$ cat src/rtl/rtc_shadow_pkg.sv
package rtc_shadow_pkg;

    localparam int NFIELD  = 7;
    localparam int F_SEC   = 0;
    localparam int F_MIN   = 1;
    localparam int F_HOUR  = 2;
    localparam int F_WDAY  = 3;
    localparam int F_DATE  = 4;
    localparam int F_MON   = 5;
    localparam int F_YEAR  = 6;

    localparam int CTRL_SET_BIT = 7;
    localparam int CTRL_FRZ_BIT = 6;
    localparam int FTEST_BIT    = 6;

    typedef logic [NFIELD-1:0][7:0] rtc_time_t;

    typedef enum logic [1:0] {
        ST_RUN    = 2'd0,
        ST_FREEZE = 2'd1,
        ST_PEND   = 2'd2,
        ST_HALT   = 2'd3
    } acc_state_e;

    function automatic logic [7:0] bcd_inc(input logic [7:0] v);
        logic [7:0] r;
        if (v[3:0] >= 4'd9) begin
            r = {v[7:4] + 4'd1, 4'd0};
        end else begin
            r = {v[7:4], v[3:0] + 4'd1};
        end
        return r;
    endfunction

    function automatic logic [7:0] bcd_month_len(input logic [7:0] mon,
                                                 input logic [7:0] yr);
        logic leap;
        logic [7:0] len;
        if (yr[4] == 1'b0) begin
            leap = (yr[3:0] == 4'd0) || (yr[3:0] == 4'd4) || (yr[3:0] == 4'd8);
        end else begin
            leap = (yr[3:0] == 4'd2) || (yr[3:0] == 4'd6);
        end
        unique case (mon)
            8'h02:                      len = leap ? 8'h29 : 8'h28;
            8'h04, 8'h06, 8'h09, 8'h11: len = 8'h30;
            default:                    len = 8'h31;
        endcase
        return len;
    endfunction

endpackage

$ cat src/rtl/rtc_tick_gen.sv
module rtc_tick_gen #(
    parameter int REF_DIV     = 64,
    parameter int SUB_PER_SEC = 512
) (
    input  logic clk,
    input  logic rst_n,
    input  logic ref_en,
    input  logic restart,
    output logic tick_sub,
    output logic tick_sec,
    output logic sq_wave
);
    localparam int RW = (REF_DIV > 1) ? $clog2(REF_DIV) : 1;
    localparam int SW = (SUB_PER_SEC > 1) ? $clog2(SUB_PER_SEC) : 1;
    localparam logic [RW-1:0] REF_LAST = RW'(REF_DIV - 1);
    localparam logic [SW-1:0] SUB_LAST = SW'(SUB_PER_SEC - 1);

    logic [RW-1:0] ref_cnt;
    logic [SW-1:0] sub_cnt;

    assign tick_sub = ref_en && !restart && (ref_cnt == REF_LAST);
    assign tick_sec = tick_sub && (sub_cnt == SUB_LAST);

    always_ff @(posedge clk) begin
        if (!rst_n) begin
            ref_cnt <= '0;
            sub_cnt <= '0;
            sq_wave <= 1'b0;
        end else if (restart) begin
            ref_cnt <= '0;
            sub_cnt <= '0;
        end else if (ref_en) begin
            ref_cnt <= tick_sub ? '0 : ref_cnt + RW'(1);
            if (tick_sub) begin
                sub_cnt <= tick_sec ? '0 : sub_cnt + SW'(1);
                sq_wave <= ~sq_wave;
            end
        end
    end

endmodule

$ cat src/rtl/rtc_bcd_counter.sv
module rtc_bcd_counter
    import rtc_shadow_pkg::*;
(
    input  logic      clk,
    input  logic      rst_n,
    input  logic      tick,
    input  logic      load,
    input  rtc_time_t load_val,
    output rtc_time_t cnt,
    output rtc_time_t nxt
);
    logic sec_wrap, min_wrap, hour_wrap, day_roll, mon_roll, mon_last;

    always_comb begin
        sec_wrap  = (cnt[F_SEC]  == 8'h59);
        min_wrap  = (cnt[F_MIN]  == 8'h59);
        hour_wrap = (cnt[F_HOUR] == 8'h23);
        day_roll  = sec_wrap && min_wrap && hour_wrap;
        mon_last  = (cnt[F_DATE] == bcd_month_len(cnt[F_MON], cnt[F_YEAR]));
        mon_roll  = day_roll && mon_last;

        nxt = cnt;
        nxt[F_SEC] = sec_wrap ? 8'h00 : bcd_inc(cnt[F_SEC]);
        if (sec_wrap) begin
            nxt[F_MIN] = min_wrap ? 8'h00 : bcd_inc(cnt[F_MIN]);
        end
        if (sec_wrap && min_wrap) begin
            nxt[F_HOUR] = hour_wrap ? 8'h00 : bcd_inc(cnt[F_HOUR]);
        end
        if (day_roll) begin
            nxt[F_WDAY] = (cnt[F_WDAY] == 8'h07) ? 8'h01 : bcd_inc(cnt[F_WDAY]);
            nxt[F_DATE] = mon_last ? 8'h01 : bcd_inc(cnt[F_DATE]);
        end
        if (mon_roll) begin
            nxt[F_MON] = (cnt[F_MON] == 8'h12) ? 8'h01 : bcd_inc(cnt[F_MON]);
            if (cnt[F_MON] == 8'h12) begin
                nxt[F_YEAR] = (cnt[F_YEAR] == 8'h99) ? 8'h00 : bcd_inc(cnt[F_YEAR]);
            end
        end
    end

    always_ff @(posedge clk) begin
        if (!rst_n) begin
            cnt         <= '0;
            cnt[F_WDAY] <= 8'h01;
            cnt[F_DATE] <= 8'h01;
            cnt[F_MON]  <= 8'h01;
        end else if (load) begin
            cnt <= load_val;
        end else if (tick) begin
            cnt <= nxt;
        end
    end

endmodule

$ cat src/rtl/rtc_access_fsm.sv
module rtc_access_fsm
    import rtc_shadow_pkg::*;
(
    input  logic       clk,
    input  logic       rst_n,
    input  logic       ctrl_wr,
    input  logic       set_req,
    input  logic       frz_req,
    input  logic       tick_sec,
    output acc_state_e st,
    output logic       load_cnt,
    output logic       take_snap
);
    acc_state_e st_nxt;

    always_ff @(posedge clk) begin
        if (!rst_n) begin
            st <= ST_RUN;
        end else begin
            st <= st_nxt;
        end
    end

    always_comb begin
        st_nxt = st;
        unique case (st)
            ST_RUN: begin
                if (ctrl_wr && set_req)      st_nxt = ST_HALT;
                else if (ctrl_wr && frz_req) st_nxt = ST_FREEZE;
            end
            ST_FREEZE: begin
                if (ctrl_wr && set_req)      st_nxt = ST_HALT;
                else if (ctrl_wr && frz_req) st_nxt = ST_FREEZE;
                else if (ctrl_wr)            st_nxt = ST_PEND;
            end
            ST_PEND: begin
                if (ctrl_wr && set_req)      st_nxt = ST_HALT;
                else if (ctrl_wr && frz_req) st_nxt = ST_FREEZE;
                else if (tick_sec)           st_nxt = ST_RUN;
            end
            ST_HALT: begin
                if (ctrl_wr && !set_req) begin
                    st_nxt = frz_req ? ST_FREEZE : ST_RUN;
                end
            end
            default: st_nxt = ST_RUN;
        endcase
    end

    always_comb begin
        load_cnt  = (st == ST_HALT) && ctrl_wr && !set_req;
        take_snap = tick_sec && ((st == ST_RUN) || (st == ST_PEND))
                    && !(ctrl_wr && (set_req || frz_req));
    end

endmodule

$ cat src/rtl/rtc_shadow_ctrl.sv
module rtc_shadow_ctrl
    import rtc_shadow_pkg::*;
#(
    parameter int              ADDR_W      = 13,
    parameter logic [12:0]     REG_BASE    = 13'h1FF8,
    parameter int              REF_DIV     = 64,
    parameter int              SUB_PER_SEC = 512
) (
    input  logic              clk,
    input  logic              rst_n,
    input  logic              ref_en,
    input  logic              bus_sel,
    input  logic              bus_we,
    input  logic [ADDR_W-1:0] bus_addr,
    input  logic [7:0]        bus_wdata,
    output logic [7:0]        bus_rdata
);
    localparam int IDX_W = 3;
    localparam logic [ADDR_W-1:0] BASE_A = ADDR_W'(REG_BASE);

    logic             hit;
    logic [IDX_W-1:0] idx;
    logic             wr_hit, ctrl_wr, set_req, frz_req;
    logic             tick_sub, tick_sec, sq_wave;
    logic             load_cnt, take_snap, ftest;
    acc_state_e       st;
    rtc_time_t        vis, cnt, nxt;

    assign hit     = bus_sel && (bus_addr[ADDR_W-1:IDX_W] == BASE_A[ADDR_W-1:IDX_W]);
    assign idx     = bus_addr[IDX_W-1:0];
    assign wr_hit  = hit && bus_we;
    assign ctrl_wr = wr_hit && (idx == '0);
    assign set_req = bus_wdata[CTRL_SET_BIT];
    assign frz_req = bus_wdata[CTRL_FRZ_BIT];

    rtc_tick_gen #(
        .REF_DIV     (REF_DIV),
        .SUB_PER_SEC (SUB_PER_SEC)
    ) u_tick (
        .clk      (clk),
        .rst_n    (rst_n),
        .ref_en   (ref_en),
        .restart  (load_cnt),
        .tick_sub (tick_sub),
        .tick_sec (tick_sec),
        .sq_wave  (sq_wave)
    );

    rtc_bcd_counter u_cnt (
        .clk      (clk),
        .rst_n    (rst_n),
        .tick     (tick_sec),
        .load     (load_cnt),
        .load_val (vis),
        .cnt      (cnt),
        .nxt      (nxt)
    );

    rtc_access_fsm u_fsm (
        .clk       (clk),
        .rst_n     (rst_n),
        .ctrl_wr   (ctrl_wr),
        .set_req   (set_req),
        .frz_req   (frz_req),
        .tick_sec  (tick_sec),
        .st        (st),
        .load_cnt  (load_cnt),
        .take_snap (take_snap)
    );

    // Visible register bank: one byte per field, offset = field index + 1.
    for (genvar i = 0; i < NFIELD; i++) begin : g_vis
        localparam logic [7:0] RST_V =
            ((i == F_WDAY) || (i == F_DATE) || (i == F_MON)) ? 8'h01 : 8'h00;
        localparam logic [7:0] WMASK = (i == F_WDAY) ? ~(8'h01 << FTEST_BIT) : 8'hFF;
        logic field_wr;
        assign field_wr = wr_hit && (st == ST_HALT) && (idx == IDX_W'(i + 1));
        always_ff @(posedge clk) begin
            if (!rst_n) begin
                vis[i] <= RST_V;
            end else if (take_snap) begin
                vis[i] <= nxt[i];
            end else if (field_wr) begin
                vis[i] <= bus_wdata & WMASK;
            end
        end
    end

    // Frequency-test bit: writable in every state.
    always_ff @(posedge clk) begin
        if (!rst_n) begin
            ftest <= 1'b0;
        end else if (wr_hit && (idx == IDX_W'(F_WDAY + 1))) begin
            ftest <= bus_wdata[FTEST_BIT];
        end
    end

    always_comb begin
        bus_rdata = 8'h00;
        if (hit && !bus_we) begin
            unique case (idx)
                3'd0: begin
                    bus_rdata[CTRL_SET_BIT] = (st == ST_HALT);
                    bus_rdata[CTRL_FRZ_BIT] = (st == ST_FREEZE);
                end
                3'd1: bus_rdata = ftest ? {vis[F_SEC][7:1], sq_wave} : vis[F_SEC];
                3'd2: bus_rdata = vis[F_MIN];
                3'd3: bus_rdata = vis[F_HOUR];
                3'd4: begin
                    bus_rdata = vis[F_WDAY];
                    bus_rdata[FTEST_BIT] = ftest;
                end
                3'd5: bus_rdata = vis[F_DATE];
                3'd6: bus_rdata = vis[F_MON];
                3'd7: bus_rdata = vis[F_YEAR];
                default: bus_rdata = 8'h00;
            endcase
        end
    end

endmodule

$ cat config.mk
export PLATFORM = sky130hd
export DESIGN_NAME = rtc_shadow_ctrl
export DESIGN_NICKNAME = d
export VERILOG_FILES = /design/src/rtl/rtc_shadow_pkg.sv /design/src/rtl/rtc_tick_gen.sv /design/src/rtl/rtc_bcd_counter.sv /design/src/rtl/rtc_access_fsm.sv /design/src/rtl/rtc_shadow_ctrl.sv
export SDC_FILE = /design/constraint.sdc
export NUM_CORES = 1
export LEC_CHECK = 0
export ABC_CLOCK_PERIOD_IN_PS = 2600
export CORE_MARGIN = 2
export CORE_UTILIZATION = 50
export DETAILED_ROUTE_END_ITERATION = 12
export GPL_TIMING_DRIVEN = 0
export PLACE_DENSITY_LB_ADDON = 0.05
export SYNTH_ARGS = -nofsm -noshare
export SYNTH_HDL_FRONTEND = slang
export SYNTH_SLANG_ARGS = --single-unit
$ cat constraint.sdc
create_clock -name clk -period 2.6 [get_ports clk]
set_input_delay 0.52 -clock clk [delete_from_list [all_inputs] [get_ports clk]]
set_output_delay 0.52 -clock clk [all_outputs]
set_load 0.01 [all_outputs]
Yosys cells after proc, flatten, opt, wreduce, memory -nomap -nowiden
Cells that the tools add are included.

word-level totals
  flip-flop bits (word level) = 131
  output and inout port bits = 8

cells by class
  add/subtract/negate cells = 16
  magnitude comparators = 7
  equality and inequality tests = 33
  mux-type cells = 55
  bitwise gates (word level) = 3
  reduce and logical (&&, ||, !) cells = 52

operators with widths
  cell                                                       count
  2-to-1 mux 8 bit                                           32
  2-to-1 mux 56 bit                                          2
  adder 4 x 1 -> 4 bit (second input constant)               14
  case mux 6 bit (7 select lines)                            1
  2-to-1 mux 16 bit                                          2
  greater-or-equal comparator 4 bit (second input constant)  7
  logical AND 1 bit                                          27
  equality test 8 x 3 -> 1 bit (second input constant)       3
  2-to-1 mux 2 bit                                           9
  equality test 8 x 5 -> 1 bit (second input constant)       2
  equality test 8 x 7 -> 1 bit (second input constant)       2
  case mux 2 bit (8 select lines)                            1
  case mux 8 bit (2 select lines)                            1
  nonzero test 2 bit                                         8
  equality test 3 bit (second input constant)                4
  equality test 10 bit (second input constant)               1
  adder 9 x 1 -> 9 bit (second input constant)               1
  equality test 9 bit (second input constant)                1
  2-to-1 mux 9 bit                                           1
  equality test 4 x 3 -> 1 bit (second input constant)       2
  equality test 8 x 2 -> 1 bit (second input constant)       1
  equality test 8 x 4 -> 1 bit (second input constant)       1
  equality test 8 x 6 -> 1 bit (second input constant)       1
  equality test 8 bit                                        1
  other kinds (26)                                           41

Logic depth before layout (Yosys ltp)
  depth after elaboration = 14
  depth in mapped cells = 13
  depth with buffers taken out = 11

Modules after synthesis
From an unflattened synthesis, not the netlist that was laid out.

second synthesis, totals
  cells, all modules = 1111
  area total of the unflattened synthesis = 9008.6 um^2

modules (own cells, without submodules)
  module           instances  cells each  area an instance (um^2)
  rtc_bcd_counter  1          643         4774.6
  rtc_shadow_ctrl  1          357         3249.4
  rtc_tick_gen     1          93          847.1
  rtc_access_fsm   1          18          137.6

Worst setup path before layout
No wires, ideal clock.

  path type = flip-flop to flip-flop
  start = register u_cnt.cnt[16] (netlist name)
  end = register vis[55] (netlist name)
  library setup time = 0.074 ns
  data arrival time = 2.552 ns
  setup slack = -0.026 ns
  cell stages (with the launch flop) = 10
  path buffers = 1
  path through = dfxtp_1 -> ha_1 -> nand2b_1 -> or4_4 -> nor2_4 -> o2111ai_4 -> or2_1 -> buf_6 -> or4_1 -> a31oi_1

between the ends
  word-level cells in the longest chain between the ends = 5

RTL lines
  element                        RTL line               text
  start, declared                rtc_bcd_counter.sv:9   output rtc_time_t cnt,
  start signal, assigned         rtc_bcd_counter.sv:49  cnt <= load_val;
  start signal, assigned         rtc_bcd_counter.sv:51  cnt <= nxt;
  equality test 8 x 6 -> 1 bit   rtc_bcd_counter.sv:17  hour_wrap = (cnt[F_HOUR] == 8'h23);
  logical AND 1 bit              rtc_bcd_counter.sv:18  day_roll = sec_wrap && min_wrap && hour_wrap;
  logical AND 1 bit              rtc_bcd_counter.sv:20  mon_roll = day_roll && mon_last;
  2-to-1 mux 16 bit              rtc_bcd_counter.sv:34  if (mon_roll) begin
  2-to-1 mux 8 bit               rtc_shadow_ctrl.sv:81  end else if (take_snap) begin
  end signal, assigned by index  rtc_shadow_ctrl.sv:82  vis[i] <= nxt[i];
  end signal, assigned by index  rtc_shadow_ctrl.sv:84  vis[i] <= bus_wdata & WMASK;
  end, declared                  rtc_shadow_ctrl.sv:27  rtc_time_t vis, cnt, nxt;

Every way passes these cells.
A chain may end at the register's enable or synchronous reset.

Final worst setup path
Same ends and word-level chain as after synthesis.

==> metrics.csv <==
stage,metric,value,unit
clock_network,cts_tree,built,
clock_network,insertion_delay,430,ps
power,p_total,4820,uW
drt,firstDrtPassIters,7,
drt,vias_per_cell,6.44,
placement,numPortBuffers,30,
drt,remaining_drc_errors,0,
final_layout,seq_area,0.00266,mm2
worst_setup_path,required,2940,ps
worst_setup_path,start_kind,flip-flop,
synthesis,yosys_warnings,0,
final_layout,n_antenna_cell,0,
sta,rsz0062_at_grt,true,
grt,gr-total-overflow,0,
synthesis,syn_area,0.00848,mm2
hold_path,min_path_type,flip-flop to flip-flop,
power,powerDensity,463,mW/mm2
clock_network,cts.clk_slew.worst_paths,60,ps
floorplan,die_h,134,um
sta,slew_viol_final,0,
clock_network,cts_sinks,131,
power,vdd.ir_drop.worst,0.502,mV
floorplan,initial_core_util,51.1,%
sta,fin_ws,-10.8,ps
drt,routed_wl,33000,um
floorplan,boundaryPins,34,
sta,relSlewSlack,35.8,%
run_status,violations,negative setup slack,
synthesis,synth_ff_type,dfxtp_1,
sta,hold_viol_final,0,
placement,place.gp.congestion,0.988,
placement,placed_cells,1331,
clock_network,clk_path_buf_depth,2,
drt,wire_per_inst,23.7,um
synthesis,ys_seq_area_share,30.9,%
run,max_cap_violations,0,
grt,grt_pass1_wl,49300,um
drt,ant_nets,0,
clock_network,cts_root_buf,clkbuf_16,
final_layout,fin_area,0.0104,mm2
drt,vias,8965,
floorplan,core-area,0.0166,mm2
sta,fin_crit_sh,100,%
final_layout,fin_nets,1226,
worst_setup_path,cp_slowest_stage_delay,540,ps
grt,grt_usage,36.3,%
worst_setup_path,cpLargestDelayFamily,simple AND/OR/NAND/NOR gates,
final_layout,multiInputGateArea,0.00576,mm2
clock_network,cts_buffers,17,
sta,tns,-10.8,ps
final_layout,syn2layout_area_growth,22.9,%
placement,place_hpwl,22700,um
grt,grt_start_max_net_pins,17,
synthesis,synth_edf_count,0,
worst_setup_path,crit_chain,ha_4 -> nand2b_4 -> or4_4 -> nor2_4 -> o2111ai_4 -> or2_4 -> or4_1 -> a31oi_1,
worst_setup_path,critPathBufInv,0,
synthesis,syn-num-nets,1147,
floorplan,dieArea,0.0180,mm2
sta,worst_slew_pin_slew,955,ps
grt,grt_antenna_before_repair,1,
final_layout,num-fill-cells,1533,
synthesis,synth-seq-cells,131,
run_status,status,"complete, but fails checks",
worst_setup_path,worstPathMaxFanout,6,
sta,setup_viol_count_final,1,
placement,place_area,0.00907,mm2
floorplan,die_x,134,um
power,p_leak,0.00395,uW
worst_setup_path,critPathSlowestCell,or4_4,
clock_network,htreeDepth,4,
grt,grt_pass1_vias,8317,
synthesis,avgSynthCellArea,7.85,um2
synthesis,syn_inst,1080,
floorplan,num_rows,47,
final_layout,instances_no_fill,1392,
sta,fmaxAchievable,0.383,GHz
sta,clock_skew,8.77,ps
sta,fin_crit,2610,ps
final_layout,drive_above_1_share,20.8,%
worst_setup_path,arrival,2950,ps
drt,drtIter0Drc,1123,
clock_network,hold_buffers,0,
synthesis,async_reset_ff_share,0,%
synthesis,yosysUniqueCellTypes,73,
worst_setup_path,cp-end-kind,flip-flop,
worst_setup_path,critPathKind,flip-flop to flip-flop,
[report_power, final]
group          leakage, uW  switching [uW]  internal (uW)
Combinational      0.00260             161           79.1
Sequential         0.00106            10.2           2010
Clock             0.000291            1020           1550
Total              0.00395            1190           3630
[kinds of logic after synthesis]
| logic type | share of synthesized area (%) |
|---|---|
| AOI/OAI and AO/OA | 23.3 |
| xor gates and xnor gates | 3.10 |
| adders and majority gates | 6.05 |
| buffers and inverters | 4.87 |
| DFF | 30.9 |
| muxes | 10.1 |
| and+or+nand+nor | 21.6 |
[worst reg2reg max path, stage by stage (launching register included)]
cell and delay [ps]:
dfxtp_4 390, ha_4 160, nand2b_4 60, or4_4 540, nor2_4 220, o2111ai_4 230, or2_4 300, or4_1 400
a31oi_1 210
[sequential cells by signal, indices dropped and copies added, names as in the netlist]
register and flops:
u_tick.ref_cnt 6, u_fsm.st 2, u_cnt.cnt 56, vis 56, ftest 1, u_tick.sub_cnt 9
u_tick.sq_wave 1
[layer usage]
metal | share of wire (%) | track usage (%)
met1 | 42 | 49.6
met2 | 44 | 56.6
met3 | 11 | 7.33
met4 | 3.8 | 14.1
met5 | 0 | 0
[cell type report]
cell class / instances / share of cell area, %
tap: 220 / 2.64
clock inverter: 14 / 1.73
buffer: 68 / 3.84
timing repair buffer: 65 / 5.39
multi-input combinational: 842 / 55.3
sequential: 131 / 25.5
inverter: 34 / 1.30
clock buffer: 18 / 4.22
[worst paths after layout]
kind                                    from  depth (start not counted)                    endpoint  slack [ps]
setup / recovery  u_cnt.cnt[16]$_SDFFE_PN0P_                          8        vis[55]$_SDFFE_PN0P_         -10
hold / removal          vis[11]$_SDFFE_PN0P_                          2  u_cnt.cnt[11]$_SDFFE_PN0P_         480
setup reg to reg  u_cnt.cnt[16]$_SDFFE_PN0P_                          8        vis[55]$_SDFFE_PN0P_         -10
hold reg to reg         vis[11]$_SDFFE_PN0P_                          2  u_cnt.cnt[11]$_SDFFE_PN0P_         480
[per-stage QoR]
stage,setup WS [ps],util (%),hold slack (ps)
2_1_floorplan,-0.519,-,436
3_5_place_dp,-1480,54.7,469
3_3_place_gp,-1710,54.6,464
4_1_cts,-48.0,60.8,475
6_report,-10.8,62.8,479
5_1_grt,-55.1,62.8,515
[layout by cell type (no fill, tap or decap), types with 33 or more instances in the layout]
cell type | netlist | layout
a211oi_1 | 56 | 54
a21oi_1 | 81 | 76
buf_4 | 1 | 37
dfxtp_1 | 131 | 116
ha_1 | 41 | 37
mux2_2 | 33 | 33
mux2i_1 | 44 | 44
nand2_1 | 85 | 83
nor2_1 | 146 | 138
o21ai_0 | 67 | 61
[synth_stat cells (11+ instances only)]
cell      count  share of area [%]
clkbuf_1     64                2.8
xnor2_1      15                1.6
nand4_1      17                1.3
a31oi_1      17                1.3
a21oi_1      81                4.8
o211ai_1     20                1.8
dfxtp_1     131                 31
nor3_1       34                2.0
a211oi_1     56                5.0
mux2i_1      44                5.2
nand2_1      85                3.8
o21ai_0      67                4.0
ha_1         41                6.1
nor2_1      146                6.5
mux2_2       33                4.4
and2_1       11               0.81
and3_1       11               0.81
nand3_1      34                2.0
xor2_1       15                1.6
inv_1        33                1.5
[repair_timing]
action | CTS | global route
resized for setup | 156 | 99
buffers inserted | 22 | 13
pin swaps | 26 | 26
cloned | 0 | 0
hold endpoints to repair | 0 | 0
setup endpoints to repair | 135 | 126
Power figures use the tool's default switching activity.
